<file path="src/rtl/reconfSeqPkg.sv">
package reconfSeqPkg;
  localparam logic [5:0] OFS_TARGET  = 6'h38;
  localparam logic [5:0] OFS_CTRL    = 6'h3A;
  localparam logic [5:0] OFS_STROFS  = 6'h3B;
  localparam logic [5:0] OFS_STRDATA = 6'h3C;
  localparam logic [31:0] MODE_MASK  = 32'h0000_000C;
  localparam logic [31:0] LAUNCH_BIT = 32'h0000_0001;
  localparam int          BUSY_POS   = 8;
  localparam logic [31:0] ARM_WORD   = 32'd3;
  localparam logic [3:0]  LAST_STEP  = 4'd10;

  typedef struct packed {
    logic clear;    // restart target and step counters
    logic advance;  // current access completed, move on
    logic capture;  // store read-modify-write source word
    logic pollMiss; // a poll returned busy
  } seqStrobeT;
endpackage

</file>
<file path="src/rtl/seqDatapath.sv">
module seqDatapath
  import reconfSeqPkg::*;
#(
  parameter int LANE_W = 4,
  parameter int TMO_W = 16,
  parameter logic [31:0] BASE_ADDR = 32'h1000,
  localparam int IDX_W = LANE_W + 1
) (
  input  logic              clk,
  input  logic              rstN,
  input  seqStrobeT         st,
  input  logic [LANE_W-1:0] laneCount,
  input  logic [TMO_W-1:0]  pollLimit,
  input  logic [31:0]       avReadData,
  output logic [5:0]        avAddr,
  output logic [31:0]       avWriteData,
  output logic              isRead,
  output logic              isPoll,
  output logic              lastStep,
  output logic              lastTarget,
  output logic              busyBit,
  output logic              pollExhaust,
  output logic [IDX_W-1:0]  targetIdx
);
  logic [3:0]        step;
  logic [IDX_W-1:0]  target;
  logic [LANE_W-1:0] laneReg;
  logic [31:0]       shadow;
  logic [TMO_W-1:0]  pollCnt;

  always_ff @(posedge clk) begin
    if (!rstN) begin
      step <= '0;
      target <= '0;
      laneReg <= '0;
      shadow <= '0;
      pollCnt <= '0;
    end else begin
      if (st.clear) begin
        step <= '0;
        target <= '0;
        laneReg <= laneCount;
        pollCnt <= '0;
      end else if (st.advance) begin
        pollCnt <= '0;
        if (step == LAST_STEP) begin
          step <= '0;
          target <= target + 1'b1;
        end else begin
          step <= step + 1'b1;
        end
      end else if (st.pollMiss) begin
        pollCnt <= pollCnt + 1'b1;
      end
      if (st.capture) shadow <= avReadData & ~MODE_MASK;
    end
  end

  always_comb begin
    isRead = 1'b0;
    isPoll = 1'b0;
    avAddr = OFS_CTRL;
    avWriteData = '0;
    case (step)
      4'd0: begin avAddr = OFS_TARGET; avWriteData = {{(32-IDX_W){1'b0}}, target}; end
      4'd1: isRead = 1'b1;
      4'd2: avWriteData = shadow;
      4'd3: avAddr = OFS_STROFS;
      4'd4: begin avAddr = OFS_STRDATA; avWriteData = BASE_ADDR; end
      4'd5: avWriteData = shadow | LAUNCH_BIT;
      4'd7: begin avAddr = OFS_STROFS; avWriteData = 32'd1; end
      4'd8: begin avAddr = OFS_STRDATA; avWriteData = ARM_WORD; end
      4'd9: avWriteData = shadow | LAUNCH_BIT;
      default: begin isRead = 1'b1; isPoll = 1'b1; end
    endcase
  end

  assign lastStep    = (step == LAST_STEP);
  assign lastTarget  = (target == ({1'b0, laneReg} << 1) - 1'b1);
  assign busyBit     = avReadData[BUSY_POS];
  assign pollExhaust = ({1'b0, pollCnt} + 1'b1) >= {1'b0, pollLimit};
  assign targetIdx   = target;
endmodule

</file>
<file path="src/rtl/seqControl.sv">
module seqControl
  import reconfSeqPkg::*;
(
  input  logic      clk,
  input  logic      rstN,
  input  logic      startReq,
  input  logic      laneZero,
  input  logic      isRead,
  input  logic      isPoll,
  input  logic      lastStep,
  input  logic      lastTarget,
  input  logic      busyBit,
  input  logic      pollExhaust,
  input  logic      avWaitReq,
  input  logic      avReadValid,
  output seqStrobeT st,
  output logic      avWrite,
  output logic      avRead,
  output logic      done,
  output logic      error
);
  typedef enum logic [1:0] {S_IDLE, S_ACCESS, S_RWAIT, S_HALT} stateT;
  stateT state, nextState;
  logic doneSet;

  always_comb begin
    st = '0;
    doneSet = 1'b0;
    nextState = state;
    case (state)
      S_IDLE, S_HALT: begin
        if (startReq) begin
          if (laneZero) begin
            doneSet = 1'b1;
            nextState = S_IDLE;
          end else begin
            st.clear = 1'b1;
            nextState = S_ACCESS;
          end
        end
      end
      S_ACCESS: begin
        if (!avWaitReq) begin
          if (isRead) nextState = S_RWAIT;
          else st.advance = 1'b1;
        end
      end
      default: begin
        if (avReadValid) begin
          if (isPoll && busyBit) begin
            if (pollExhaust) nextState = S_HALT;
            else begin
              st.pollMiss = 1'b1;
              nextState = S_ACCESS;
            end
          end else begin
            st.capture = !isPoll;
            st.advance = 1'b1;
            if (lastStep && lastTarget) begin
              doneSet = 1'b1;
              nextState = S_IDLE;
            end else begin
              nextState = S_ACCESS;
            end
          end
        end
      end
    endcase
  end

  always_ff @(posedge clk) begin
    if (!rstN) begin
      state <= S_IDLE;
      done <= 1'b0;
    end else begin
      state <= nextState;
      done <= doneSet;
    end
  end

  assign avWrite = (state == S_ACCESS) && !isRead;
  assign avRead  = (state == S_ACCESS) && isRead;
  assign error   = (state == S_HALT);
endmodule

</file>
<file path="src/rtl/xcvrReconfSeq.sv">
module xcvrReconfSeq
  import reconfSeqPkg::*;
#(
  parameter int LANE_W = 4,
  parameter int TMO_W = 16,
  parameter logic [31:0] BASE_ADDR = 32'h1000,
  localparam int IDX_W = LANE_W + 1
) (
  input  logic              clk,
  input  logic              rstN,
  input  logic              startReq,
  input  logic [LANE_W-1:0] laneCount,
  input  logic [TMO_W-1:0]  pollLimit,
  output logic              done,
  output logic              error,
  output logic [IDX_W-1:0]  failIndex,
  output logic [5:0]        avAddr,
  output logic              avWrite,
  output logic              avRead,
  output logic [31:0]       avWriteData,
  input  logic [31:0]       avReadData,
  input  logic              avWaitReq,
  input  logic              avReadValid
);
  seqStrobeT st;
  logic isRead, isPoll, lastStep, lastTarget, busyBit, pollExhaust;

  seqControl u_ctrl (
    .clk(clk), .rstN(rstN), .startReq(startReq), .laneZero(laneCount == '0),
    .isRead(isRead), .isPoll(isPoll), .lastStep(lastStep), .lastTarget(lastTarget),
    .busyBit(busyBit), .pollExhaust(pollExhaust), .avWaitReq(avWaitReq),
    .avReadValid(avReadValid), .st(st), .avWrite(avWrite), .avRead(avRead),
    .done(done), .error(error)
  );

  seqDatapath #(.LANE_W(LANE_W), .TMO_W(TMO_W), .BASE_ADDR(BASE_ADDR)) u_dp (
    .clk(clk), .rstN(rstN), .st(st), .laneCount(laneCount), .pollLimit(pollLimit),
    .avReadData(avReadData), .avAddr(avAddr), .avWriteData(avWriteData),
    .isRead(isRead), .isPoll(isPoll), .lastStep(lastStep), .lastTarget(lastTarget),
    .busyBit(busyBit), .pollExhaust(pollExhaust), .targetIdx(failIndex)
  );
endmodule

</file>
<file path="config.mk">
export PLATFORM = sky130hd
export DESIGN_NAME = xcvrReconfSeq
export DESIGN_NICKNAME = d
export VERILOG_FILES = /design/src/rtl/reconfSeqPkg.sv /design/src/rtl/seqDatapath.sv /design/src/rtl/seqControl.sv /design/src/rtl/xcvrReconfSeq.sv
export SDC_FILE = /design/constraint.sdc
export NUM_CORES = 1
export LEC_CHECK = 0
export BUFFER_PORTS_ARGS = -buffer_cell sky130_fd_sc_hd__buf_2
export CORE_UTILIZATION = 53
export DETAILED_ROUTE_END_ITERATION = 16
export PLACE_DENSITY = 0.8
export SYNTH_ARGS = -nofsm -noshare
export SYNTH_HDL_FRONTEND = slang
export SYNTH_HIERARCHICAL = 1
export SYNTH_SLANG_ARGS = --single-unit
</file>
<file path="constraint.sdc">
create_clock -name clk -period 4.6 [get_ports clk]
set_input_delay 0.46 -clock clk [delete_from_list [all_inputs] [get_ports clk]]
set_output_delay 0.46 -clock clk [all_outputs]
set_load 0.05 [all_outputs]
</file>
==> flow_metrics.py <==
metrics = {
    "cells_and_area": {
        "diodes": 0,
        "layout-drive-gt1-share_pct": 23.1,
        "fin_area_mm2": 0.00454,
        "area_growth_pct": 18.0,
        "num-fill-cells": 618,
        "fin_nets": 611,
    },
    "synth": {
        "synth-seq-area-share_pct": 32.3,
        "yosys_warnings": 6,
        "syn_inst": 449,
        "synth_commonest_cells": "nor2b_1, dfxtp_1, mux2i_1",
        "synth.avg_cell_area_um2": 8.56,
        "synth.distinct_cells": 52,
        "synth.area.top_cells": "dfxtp_1, nor2b_1, mux2i_1, ha_1, xor2_1",
        "synth_edf_count": 0,
        "synth_top_area_cell": "dfxtp_1",
        "mappedNetlistArea_mm2": 0.00384,
        "synth_most_common_cell": "nor2b_1",
        "synth_top_area_share_pct": 32.3,
        "async_reset_ff_share_pct": 0,
        "ys.flop_type": "dfxtp_1",
        "ys_ff_latch": 62,
    },
    "clock_tree": {
        "cts_max_level": 3,
        "cts_buffers": 9,
        "ctsResizeCount": 0,
        "cts_tree": "done",
        "cts_hold_buffers": 0,
        "clock_path_buffers": 2,
        "cts_sinks": 62,
        "insertion_delay_ps": 330,
        "cts_setup_buffers": 0,
        "root_buffer": "clkbuf_8",
        "path_clk_slew_ps": 80,
    },
    "power_and_ir_drop": {
        "p_int_mw": 1.02,
        "irDropWorstVdd_uv": 208,
        "p_leak_nw": 1.96,
        "p_sw_share_pct": 29.9,
        "seqPwrFrac_pct": 41.4,
        "power_density_mw_per_mm2": 321,
        "p_clk_share_pct": 35.2,
        "switchingPower_uw": 436,
        "combPwrFrac_pct": 23.4,
        "power_mw": 1.46,
    },
    "sta": {
        "fin_skew_ps": 10.8,
        "setup_violations": 0,
        "fmax_mhz": 275,
        "post-route-worst-setup-slack_ps": 959,
        "slew_headroom_pct": 26.3,
        "drv_slew": 0,
        "tightest_slew_ps": 1110,
        "holdWs_ps": 383,
        "hold_viol_final": 0,
        "final.setup.tns_ps": 0,
        "rsz0062_at_grt": "no",
        "finalCriticalPeriod_ps": 3640,
        "period_share_pct": 79.1,
    },
    "worst_setup_path": {
        "cp.depth": 14,
        "endpoint": "u_dp/pollCnt[7]",
        "endpoint_kind": "flip-flop",
        "crit_buf_inv": 1,
        "path_max_fanout": 9,
        "cp_common_cell": "nand4_1",
        "reg2regPathDepth": 14,
        "cp.arrival_ps": 3840,
        "r2r_start": "u_dp/pollCnt[0]",
        "cp-start-kind": "flip-flop",
        "setup.worst_path.start": "u_dp/pollCnt[0]",
        "required_ps": 4800,
        "path_cells": "ha_1 > nand4_1 > nor4_1 > nand3_1 > xnor2_1 > ha_1 > a21o_1 > a21oi_1 > nand4_1 > nor3_2 > buf_4 > nand4_1 > xor2_1 > nor2_1",
        "r2r_slack_ps": 960,
        "critPathSlowestCell": "nor3_2",
        "critPathKind": "reg2reg",
        "worst_path_largest_cell_delay_ps": 530,
        "rr_endpoint": "u_dp/pollCnt[7]",
        "path_delay_family": "simple AND/OR/NAND/NOR gates",
    },
    "min_path": {
        "hold_class": "in2reg",
    },
    "grt": {
        "grt_pass1_vias": 2944,
        "grt_max_degree": 41,
        "overflow": 0,
        "grt_pass1_wl_um": 13200,
        "grt_usage_pct": 22.1,
        "antenna_found_initial": 0,
    },
    "routing": {
        "antenna_left": 0,
        "drt_wl_total_um": 8180,
        "met1Wirelength_um": 3470,
        "drtIter0Drc": 96,
        "vias": 3288,
        "routed-wl-met2_um": 4200,
        "first_pass_iters": 5,
        "post_drt_wl_per_cell_um": 12.9,
        "vias_per_cell": 5.20,
        "dr_wl_met3_um": 428,
        "drcViolationCount": 0,
        "highest_layer": "met4",
    },
    "floorplanning": {
        "die_h_um": 87.2,
        "rows": 30,
        "die_w_um": 87.2,
        "core_mm2": 0.00691,
        "start_util_pct": 55.7,
        "die-area_mm2": 0.00760,
        "ios": 104,
    },
    "placed_design": {
        "post-dp-hpwl_um": 6090,
        "gp_congestion": 0.880,
        "numPortBuffers": 98,
        "dp_slack_ps": 1030,
        "placed_cell_area_mm2": 0.00432,
    },
    "job": {
        "cap_violations": 0,
    },
    "outcome": {
        "status": "completed",
    },
}
==> per-layer routing <==
metal	GRT usage, %	vias to the layer above
met5	0	-
met3	5.40	6
met2	39.9	94
met4	6.86	0
li1	-	1668
met1	25.8	1520
==> worst min path at each step <==
stage                               start         endpoint  depth (start not counted)
after floorplan           u_ctrl/state[1]  u_ctrl/state[1]                          2
after global placement    u_dp/shadow[22]  u_dp/shadow[22]                          2
after detailed placement  u_dp/shadow[18]  u_dp/shadow[18]                          2
after CTS                  avReadData[20]  u_dp/shadow[20]                          3
after global routing       avReadData[11]  u_dp/shadow[11]                          3
final                      avReadData[20]  u_dp/shadow[20]                          3
==> worst reg2reg max path, stage by stage, from the launching register on <==
cell	delay [ps]
dfxtp_1	390
ha_1	250
nand4_1	140
nor4_1	480
nand3_1	170
xnor2_1	160
ha_1	300
a21o_1	160
a21oi_1	130
nand4_1	190
nor3_2	530
buf_4	270
nand4_1	110
xor2_1	180
nor2_1	50
==> power groups by stage <==
stage	combinational, mW	clock, mW	sequential [mW]
6_report	0.341	0.513	0.602
5_1_grt	0.373	0.555	0.607
4_1_cts	0.339	0.528	0.602
3_5_place_dp	0.337	0	0.613
3_3_place_gp	0.325	0	0.611
2_1_floorplan	0.279	0	0.599
==> layout by cell type (no fill, tap or decap), types with 4 or more instances in the layout <==
| cell | netlist | routed |
|---|---|---|
| buf_2 | 12 | 98 |
| nor2b_1 | 65 | 65 |
| dfxtp_1 | 62 | 62 |
| mux2i_1 | 38 | 38 |
| nor2_1 | 34 | 33 |
| nand2_1 | 26 | 26 |
| xor2_1 | 25 | 25 |
| inv_1 | 23 | 23 |
| ha_1 | 23 | 23 |
| nand3_1 | 15 | 15 |
| xnor2_1 | 14 | 14 |
| a21oi_1 | 13 | 13 |
| nand4_1 | 12 | 12 |
| o21ai_0 | 10 | 10 |
| clkbuf_8 | 0 | 9 |
| nor3_1 | 8 | 7 |
| and3_1 | 7 | 7 |
| and2_1 | 4 | 4 |
==> through the flow <==
stage | instances | utilization [%]
2_1_floorplan | 451 | -
3_3_place_gp | 616 | 62.6
3_5_place_dp | 616 | 62.6
4_1_cts | 632 | 65.7
5_1_grt | 632 | 65.7
6_report | 632 | 65.7
==> registers in the layout, indices dropped and copies added (netlist names) <==
| signal | count |
|---|---|
| u_dp/shadow | 30 |
| u_dp/pollCnt | 16 |
| u_dp/targetIdx | 5 |
| u_dp/laneReg | 4 |
| u_dp/step | 4 |
| u_ctrl/state | 2 |
| u_ctrl/done | 1 |
==> final cells by class <==
cell class,instances,area (um^2),area share [%]
Inverter,23,86.3,1.90
Clock inverter,6,86.3,1.90
Timing Repair Buffer,99,498,11.0
Clock buffer,10,128,2.81
Sequential cell,62,1240,27.4
Multi-Input combinational cell,336,2380,52.4
Tap cell,96,120,2.65
==> kinds of logic (layout without fill, tap and decap cells) <==
kind of cell	after synthesis	count (layout)	share of synthesized area, %
AND/OR/NAND/NOR	189	189	27.6
flip-flops	62	62	32.3
buffers and inverters	53	138	6.38
AO/OA/AOI/OAI	44	44	7.32
XOR/XNOR	39	39	8.89
multiplexers	38	38	9.90
adder cells (fa/ha/maj)	23	23	7.49
other	1	3	0.0976
Power figures use the tool's default switching activity.
